`src/rtl/rtc_irq_emu.sv`:
```
module rtc_irq_emu #(
  parameter int TICK_LOG2 = 16,
  parameter int BASE_LOG2 = 6,
  parameter int MIN_LOG2  = 1,
  parameter int MAX_LOG2  = 13,
  parameter int CW        = 32,
  parameter int IW        = 16
) (
  input  logic          clk,
  input  logic          rst_n,
  input  logic [IW-1:0] tick_inc_i,
  input  logic [4:0]    hrs_i,
  input  logic [5:0]    min_i,
  input  logic [5:0]    sec_i,
  input  logic          upd_en_i,
  input  logic          alm_en_i,
  input  logic          per_en_i,
  input  logic [3:0]    rate_sel_i,
  input  logic          alm_ld_i,
  input  logic [4:0]    alm_hrs_i,
  input  logic [5:0]    alm_min_i,
  input  logic [5:0]    alm_sec_i,
  output logic          irq_o,
  output logic [15:0]   flags_o
);
  localparam int LW = $clog2(TICK_LOG2 + 1);

  logic [CW-1:0] cnt, cmp, pcnt;
  logic          armed;
  logic [5:0]    prev_sec;
  logic [16:0]   alarm;
  logic [LW-1:0] sel_c, poll_l2, ivl_l2;

  always_comb begin
    if (rate_sel_i < 4'(MIN_LOG2))      sel_c = LW'(MIN_LOG2);
    else if (rate_sel_i > 4'(MAX_LOG2)) sel_c = LW'(MAX_LOG2);
    else                                sel_c = LW'(rate_sel_i);
    poll_l2 = (per_en_i && sel_c > LW'(BASE_LOG2)) ? sel_c : LW'(BASE_LOG2);
    ivl_l2  = LW'(TICK_LOG2) - poll_l2;
  end

  wire          any_en  = upd_en_i | alm_en_i | per_en_i;
  wire [CW-1:0] ivl     = CW'(1) << ivl_l2;
  wire [CW-1:0] due_gap = cnt - cmp;
  wire          due     = armed & any_en & ~due_gap[CW-1];
  wire [CW-1:0] cmp1    = cmp + ivl;
  wire [CW-1:0] gap     = cnt - cmp1;
  wire [CW-1:0] lost    = gap[CW-1] ? '0 : (gap >> ivl_l2) + CW'(1);
  wire [CW-1:0] cmp_nx  = cmp1 + (lost << ivl_l2);
  wire [CW-1:0] pcnt_nx = pcnt + CW'(1) + lost;
  wire [CW-1:0] pdiv    = CW'(1) << (poll_l2 - sel_c);

  wire fire_p = per_en_i & (pcnt_nx >= pdiv);
  wire fire_u = upd_en_i & (sec_i != prev_sec);
  wire fire_a = alm_en_i & ({hrs_i, min_i, sec_i} == alarm);
  wire fire   = due & (fire_p | fire_u | fire_a);

  always_ff @(posedge clk) begin
    if (!rst_n) begin
      cnt      <= '0;
      cmp      <= '0;
      pcnt     <= '0;
      armed    <= 1'b0;
      prev_sec <= '0;
      alarm    <= '0;
      irq_o    <= 1'b0;
      flags_o  <= '0;
    end else begin
      cnt     <= cnt + CW'(tick_inc_i);
      irq_o   <= fire;
      flags_o <= fire ? {8'd1, 1'b1, fire_p, fire_a, fire_u, 4'b0000} : 16'h0000;
      if (alm_ld_i) alarm <= {alm_hrs_i, alm_min_i, alm_sec_i};
      if (!any_en) begin
        armed <= 1'b0;
      end else if (!armed) begin
        armed <= 1'b1;
        cmp   <= cnt + ivl;
        pcnt  <= '0;
      end else if (due) begin
        cmp  <= cmp_nx;
        pcnt <= (!per_en_i || fire_p) ? '0 : pcnt_nx;
        if (fire_u) prev_sec <= sec_i;
      end
    end
  end
endmodule

```
`config.mk`:
```
export PLATFORM = sky130hd
export DESIGN_NAME = rtc_irq_emu
export DESIGN_NICKNAME = d
export VERILOG_FILES = /design/src/rtl/rtc_irq_emu.sv
export SDC_FILE = /design/constraint.sdc
export NUM_CORES = 1
export LEC_CHECK = 0
export BUFFER_PORTS_ARGS = -buffer_cell sky130_fd_sc_hd__buf_2
export CAP_MARGIN = 0
export CORE_MARGIN = 10
export CORE_UTILIZATION = 50
export DETAILED_ROUTE_END_ITERATION = 12
export GPL_ROUTABILITY_DRIVEN = 0
export PLACE_DENSITY = 0.67
export RECOVER_POWER = 50
export SLEW_MARGIN = 20
export SYNTH_ARGS = -nofsm -noshare
export SYNTH_HDL_FRONTEND = slang
export SYNTH_SLANG_ARGS = --single-unit
```
`constraint.sdc`:
```
create_clock -name clk -period 27.5 [get_ports clk]
set_input_delay 5.5 -clock clk [delete_from_list [all_inputs] [get_ports clk]]
set_output_delay 5.5 -clock clk [all_outputs]
set_load 0.01 [all_outputs]
```
== Word-level counts from Yosys, hierarchy flattened ==
Index checks and enable logic that the tools add are counted.

* Word-level logic and storage cells: 59
* Bits in registers: 137
* Output and inout bits: 17
* Bits of input ports: 60

* Bitwise operators: 11
* Magnitude comparators: 4
* Shift operators: 4
* Add/subtract/negate cells: 11
* Equal/unequal tests: 3
* Muxes and demuxes: 11
* Reduce and logical (&&, ||, !) cells: 6

{| class="wikitable"
|+ Operators by type and width
! cell !! count
|-
| $mux W32 || 6
|-
| $add A32 B32 Y32 || 4
|-
| $add A32 B1 Y32 const B || 2
|-
| $shl A1 B5 Y32 const A || 2
|-
| $sub A32 B32 Y32 || 2
|-
| $add A32 B16 Y32 || 1
|-
| $ge A32 B32 Y1 || 1
|-
| $shl A32 B5 Y32 || 1
|-
| $shr A32 B5 Y32 || 1
|-
| $eq A17 B17 Y1 || 1
|-
| $mux W9 || 1
|-
| $mux W4 || 2
|-
| $and A1 B1 Y1 || 6
|-
| $ne A6 B6 Y1 || 1
|-
| $gt A5 B3 Y1 const B || 1
|-
| $mux W5 || 1
|-
| $sub A5 B5 Y5 || 1
|-
| $sub A5 B5 Y5 const A || 1
|-
| $gt A4 B4 Y1 const B || 1
|-
| $lt A4 B1 Y1 const B || 1
|-
| $or A1 B1 Y1 || 4
|-
| $reduce_and A2 Y1 || 2
|-
| $reduce_and A4 Y1 || 1
|-
| $ne A2 B1 Y1 const B || 1
|-
| 5 further kinds || 5
|}

== Logic depth before layout (Yosys ltp) ==
* Depth in word-level cells: 20
* Depth in mapped cells: 91
* Mapped depth without buffers: 80

== Least setup slack after synthesis ==
Ideal clock, no wire load.

* Kind: input-to-reg
* Start point: in rate_sel_i[1]
* End point: reg pcnt[31]
* Data required time: 27.426 ns
* Setup time: 0.074 ns
* Stages: 88
* Path buffers: 14
* Arrival: 21.508 ns
* Setup slack: 5.917 ns
* Cell sequence: buf_4 -> and2_1 -> maj3_1 -> nand2_1 -> buf_1 -> clkbuf_1 -> clkbuf_1 -> clkbuf_1 -> buf_1 -> clkbuf_1 -> buf_1 -> ha_1 -> and2_1 -> ha_1 -> clkbuf_1 -> and3_1 -> a221oi_1 -> nor2_1 -> [52 not listed] -> xnor2_1 -> ha_1 -> o21ai_0 -> nand2b_1 -> a21oi_1 -> nor2b_1 -> o21ai_0 -> nand2b_1 -> a21oi_1 -> o31ai_1 -> a21o_1 -> a21o_1 -> a21oi_1 -> o21ai_0 -> a31o_2 -> a211oi_1 -> or3b_2 -> a31oi_1

* Longest elaborated chain between the ends: 20
* Elaborated cells on any way between the ends: 23
* Those cells by class: add/sub (6); order compare (4); shift (3); mux (7); bitwise (1); reduce/logical (2)

{| class="wikitable"
|+ Ends and longest elaborated chain
! what !! line !! text
|-
| start, declared || 18 || <nowiki>input logic [3:0] rate_sel_i,</nowiki>
|-
| $gt A4 B4 Y1 || 36 || <nowiki>else if (rate_sel_i > 4'(MAX_LOG2)) sel_c = LW'(MAX_LOG2);</nowiki>
|-
| $mux W4 || 36 ||
|-
| $mux W4 (*) || 35 || <nowiki>if (rate_sel_i < 4'(MIN_LOG2)) sel_c = LW'(MIN_LOG2);</nowiki>
|-
| $gt A5 B3 Y1 || 38 || <nowiki>poll_l2 = (per_en_i && sel_c > LW'(BASE_LOG2)) ? sel_c : LW'(BASE_LOG2);</nowiki>
|-
| $logic_and A1 B1 Y1 || 38 ||
|-
| $mux W5 || 38 ||
|-
| $sub A5 B5 Y5 || 39 || <nowiki>ivl_l2 = LW'(TICK_LOG2) - poll_l2;</nowiki>
|-
| $shl A1 B5 Y32 || 43 || <nowiki>wire [CW-1:0] ivl = CW'(1) << ivl_l2;</nowiki>
|-
| [4 not listed] || -- ||
|-
| $mux W32 || 48 || <nowiki>wire [CW-1:0] lost = gap[CW-1] ? '0 : (gap >> ivl_l2) + CW'(1);</nowiki>
|-
| $add A32 B32 Y32 || 50 || <nowiki>wire [CW-1:0] pcnt_nx = pcnt + CW'(1) + lost;</nowiki>
|-
| $ge A32 B32 Y1 || 53 || <nowiki>wire fire_p = per_en_i & (pcnt_nx >= pdiv);</nowiki>
|-
| $and A1 B1 Y1 || 53 ||
|-
| $logic_or A1 B1 Y1 || 81 || <nowiki>pcnt <= (!per_en_i || fire_p) ? '0 : pcnt_nx;</nowiki>
|-
| $mux W32 (*) || 81 ||
|-
| $mux W32 (*) || 79 || <nowiki>end else if (due) begin</nowiki>
|-
| $mux W32 (*) || 75 || <nowiki>end else if (!armed) begin</nowiki>
|-
| end signal, assigned || 81 ||
|-
| end, declared || 28 || <nowiki>logic [CW-1:0] cnt, cmp, pcnt;</nowiki>
|}

Every way passes the cells marked *; elsewhere a longest branch is shown, timed or not. The select of a mux whose other input is x is not followed.
A chain may end at the register's enable or synchronous reset.

== Worst setup path after layout ==
* Start point: in rate_sel_i[2]
* End point: reg pcnt[31]

The elaborated chain is that of the path after synthesis.

==> impl_metrics.json <==
{
  "tightestPinTransition_ns": 2.85,
  "portBuffers": 65,
  "critical-path-slowest-cell": "buf_4",
  "cts_resized": 0,
  "synth-edff-count": 0,
  "track_usage": 0.260,
  "dieArea_um2": 47100,
  "die_h_um": 217,
  "fin_crit_sh": 0.792,
  "yosys_register_bits": 124,
  "ys_seq_area_frac": 0.128,
  "worstPathArrival_ns": 22.16,
  "routed_wl_um": 63000,
  "vias_per_cell": 6.27,
  "slowest_delay_ns": 0.64,
  "start_kind": "input pin",
  "syn_area_per_cell_um2": 7.31,
  "core_area_um2": 38500,
  "final_cell_area_um2": 20700,
  "total_power_mw": 2.24,
  "drc": 0,
  "yosys.area.top_type": "ha_1",
  "final_util": 0.539,
  "run_status": "finished with violations",
  "worstPathRequired_ns": 27.88,
  "synth_common_cells": "nor2_1 (287), ha_1 (219), nand2_1 (209)",
  "rows": 72,
  "placed_area_um2": 20100,
  "p_per_area_nw_per_um2": 108,
  "dr.pass1.iters": 6,
  "cts_root_buf": "clkbuf_16",
  "ioPinCount": 77,
  "hold_viol": 0,
  "fin_nets": 2952,
  "end_kind": "flip-flop",
  "violations": "max-capacitance violations, max-slew violations",
  "p_leak_nw": 9.16,
  "yosysTopAreaCellShare": 0.141,
  "min_period_ns": 21.78,
  "cts.clk_slew.worst_paths_ns": 0.06,
  "drt_iter0_markers": 1756,
  "synth.most_common_cell": "nor2_1",
  "finalSetupViolations": 0,
  "yosys_warnings": 0,
  "fmax_ghz": 0.0459,
  "postCtsHoldBufs": 0,
  "wl_per_cell_um": 19.7,
  "vias": 20067,
  "clk_latency_ns": 0.49,
  "numClockSinks": 124,
  "relSlewSlack": -0.902,
  "netlist_top_cells_area": "ha_1 (14%), dfxtp_1 (13%), xnor2_1 (5.9%), nor2_1 (5.6%), a21oi_1 (5.3%)",
  "ys.flop_type": "dfxtp_1",
  "slew_viol_final": 114,
  "critPathMaxFanout": 68,
  "synth_cell_type_count": 124,
  "cts_buffers": 17,
  "grt_pass1_vias": 18931,
  "rsz0062_at_grt": "no",
  "grt_max_degree": 69,
  "fin_skew_ns": 0.0192,
  "hp-class": "reg2reg",
  "fillCellCount": 3765,
  "synth_area_um2": 19400,
  "path_class": "in2reg",
  "clockBufferDepth": 2,
  "cts_tree": "built",
  "async_flop_share": 0,
  "start_util": 0.504,
  "ir_worst_vdd_mv": 0.0580,
  "die-width_um": 217,
  "cts_setup_buffers": 0,
  "overflow": 0,
  "timing.setup.tns_ns": 0,
  "htree_num_levels": 4,
  "grt_pass1_wl_um": 99800,
  "syn_to_final_growth_pct": 6.96,
  "syn_inst": 2655,
  "antenna_found_initial": 0,
  "maxCapViolCount": 2,
  "drive_above_1_share": 0.0809,
  "dp_hpwl_um": 49500,
  "drtAntennaViolNets": 0,
  "critical_path.most_common_cell": "o21ai_0"
}
-- state kept, by name, indices dropped and copies added (netlist names) --
register and flops:
prev_sec 6, pcnt 32, alarm 17, cnt 32, cmp 32, flags_o 4
armed 1
-- kinds of logic (layout without fill, tap and decap cells) --
family,after synthesis,after routing,share of synthesized area
AO/OA/AOI/OAI,820,820,0.293
XOR/XNOR,197,197,0.0926
adder cells (fa/ha/maj),235,235,0.152
buffers and inverters,271,243,0.0575
flip-flops,124,124,0.128
multiplexers,69,69,0.0401
other,2,57,0.000387
AND/OR/NAND/NOR,937,937,0.236
-- cells in the final DEF (no fill, tap or decap), types with 39 or more instances in the layout --
| cell type | synthesis | final |
|---|---|---|
| nor2_1 | 287 | 286 |
| ha_1 | 219 | 218 |
| nand2_1 | 209 | 208 |
| a21oi_1 | 206 | 205 |
| xnor2_1 | 130 | 129 |
| o21ai_0 | 128 | 128 |
| inv_1 | 129 | 127 |
| dfxtp_1 | 124 | 123 |
| a21o_1 | 89 | 88 |
| nor3_1 | 84 | 84 |
| nand3_1 | 66 | 65 |
| xor2_1 | 61 | 61 |
| buf_2 | 9 | 57 |
| conb_1 | 2 | 56 |
| mux2i_1 | 54 | 54 |
| nand4_1 | 39 | 39 |
| a211oi_1 | 40 | 39 |
-- power breakdown --
group          total [mW]  switching, mW  leakage [nW]  internal [mW]
Combinational        1.74           1.05          7.84          0.682
Sequential          0.245         0.0397          1.02          0.206
Clock               0.256          0.103         0.307          0.153
-- final cells by class --
class	count	area, µm²	share of cell area
multi-input cells	2314	16100	0.774
flip-flops and latches	124	2480	0.120
well taps	518	648	0.0312
inverters	131	493	0.0238
repair buffers	81	432	0.0208
clock buffers	17	425	0.0205
clock inverters	14	209	0.0101
diodes	1	2.50	0.000121
-- worst paths after layout --
kind,startpoint,endpoint,slack [ns],cells after the start
worst min-delay path,pcnt[0]$_SDFFE_PN0P_,pcnt[0]$_SDFFE_PN0P_,0.46,2
worst max-delay path,rate_sel_i[2],pcnt[31]$_SDFFE_PN0P_,5.72,80
worst max register to register,cmp[7]$_SDFFE_PN0P_,pcnt[31]$_SDFFE_PN0P_,13.05,72
worst min register to register,pcnt[0]$_SDFFE_PN0P_,pcnt[0]$_SDFFE_PN0P_,0.46,2
-- per-layer routing --
metal  wire [µm]  share of wire  GRT usage
met4        2170          0.034      0.111
met1       27500           0.44      0.332
met2       27900           0.44      0.415
met3        5500          0.087     0.0560
met5           0              0          0
-- critical path: cells and delay by family --
family | cells | cell delay (ns)
AND/OR/NAND/NOR | 19 | 2.85
buffers and inverters | 6 | 2.25
XOR/XNOR | 3 | 0.54
adder cells (fa/ha/maj) | 6 | 2.20
AO/OA/AOI/OAI | 46 | 8.72
-- stage by stage --
stage / instances / hold slack [ns] / setup slack [ns]
2_1_floorplan: 2709 / 0.432 / 5.92
3_3_place_gp: 3168 / 0.442 / 6.22
3_5_place_dp: 3168 / 0.449 / 5.66
4_1_cts: 3199 / 0.459 / 6.14
5_1_grt: 3199 / 0.471 / 4.07
6_report: 3200 / 0.456 / 5.72
No activity file was read; power rests on OpenSTA's default activity.
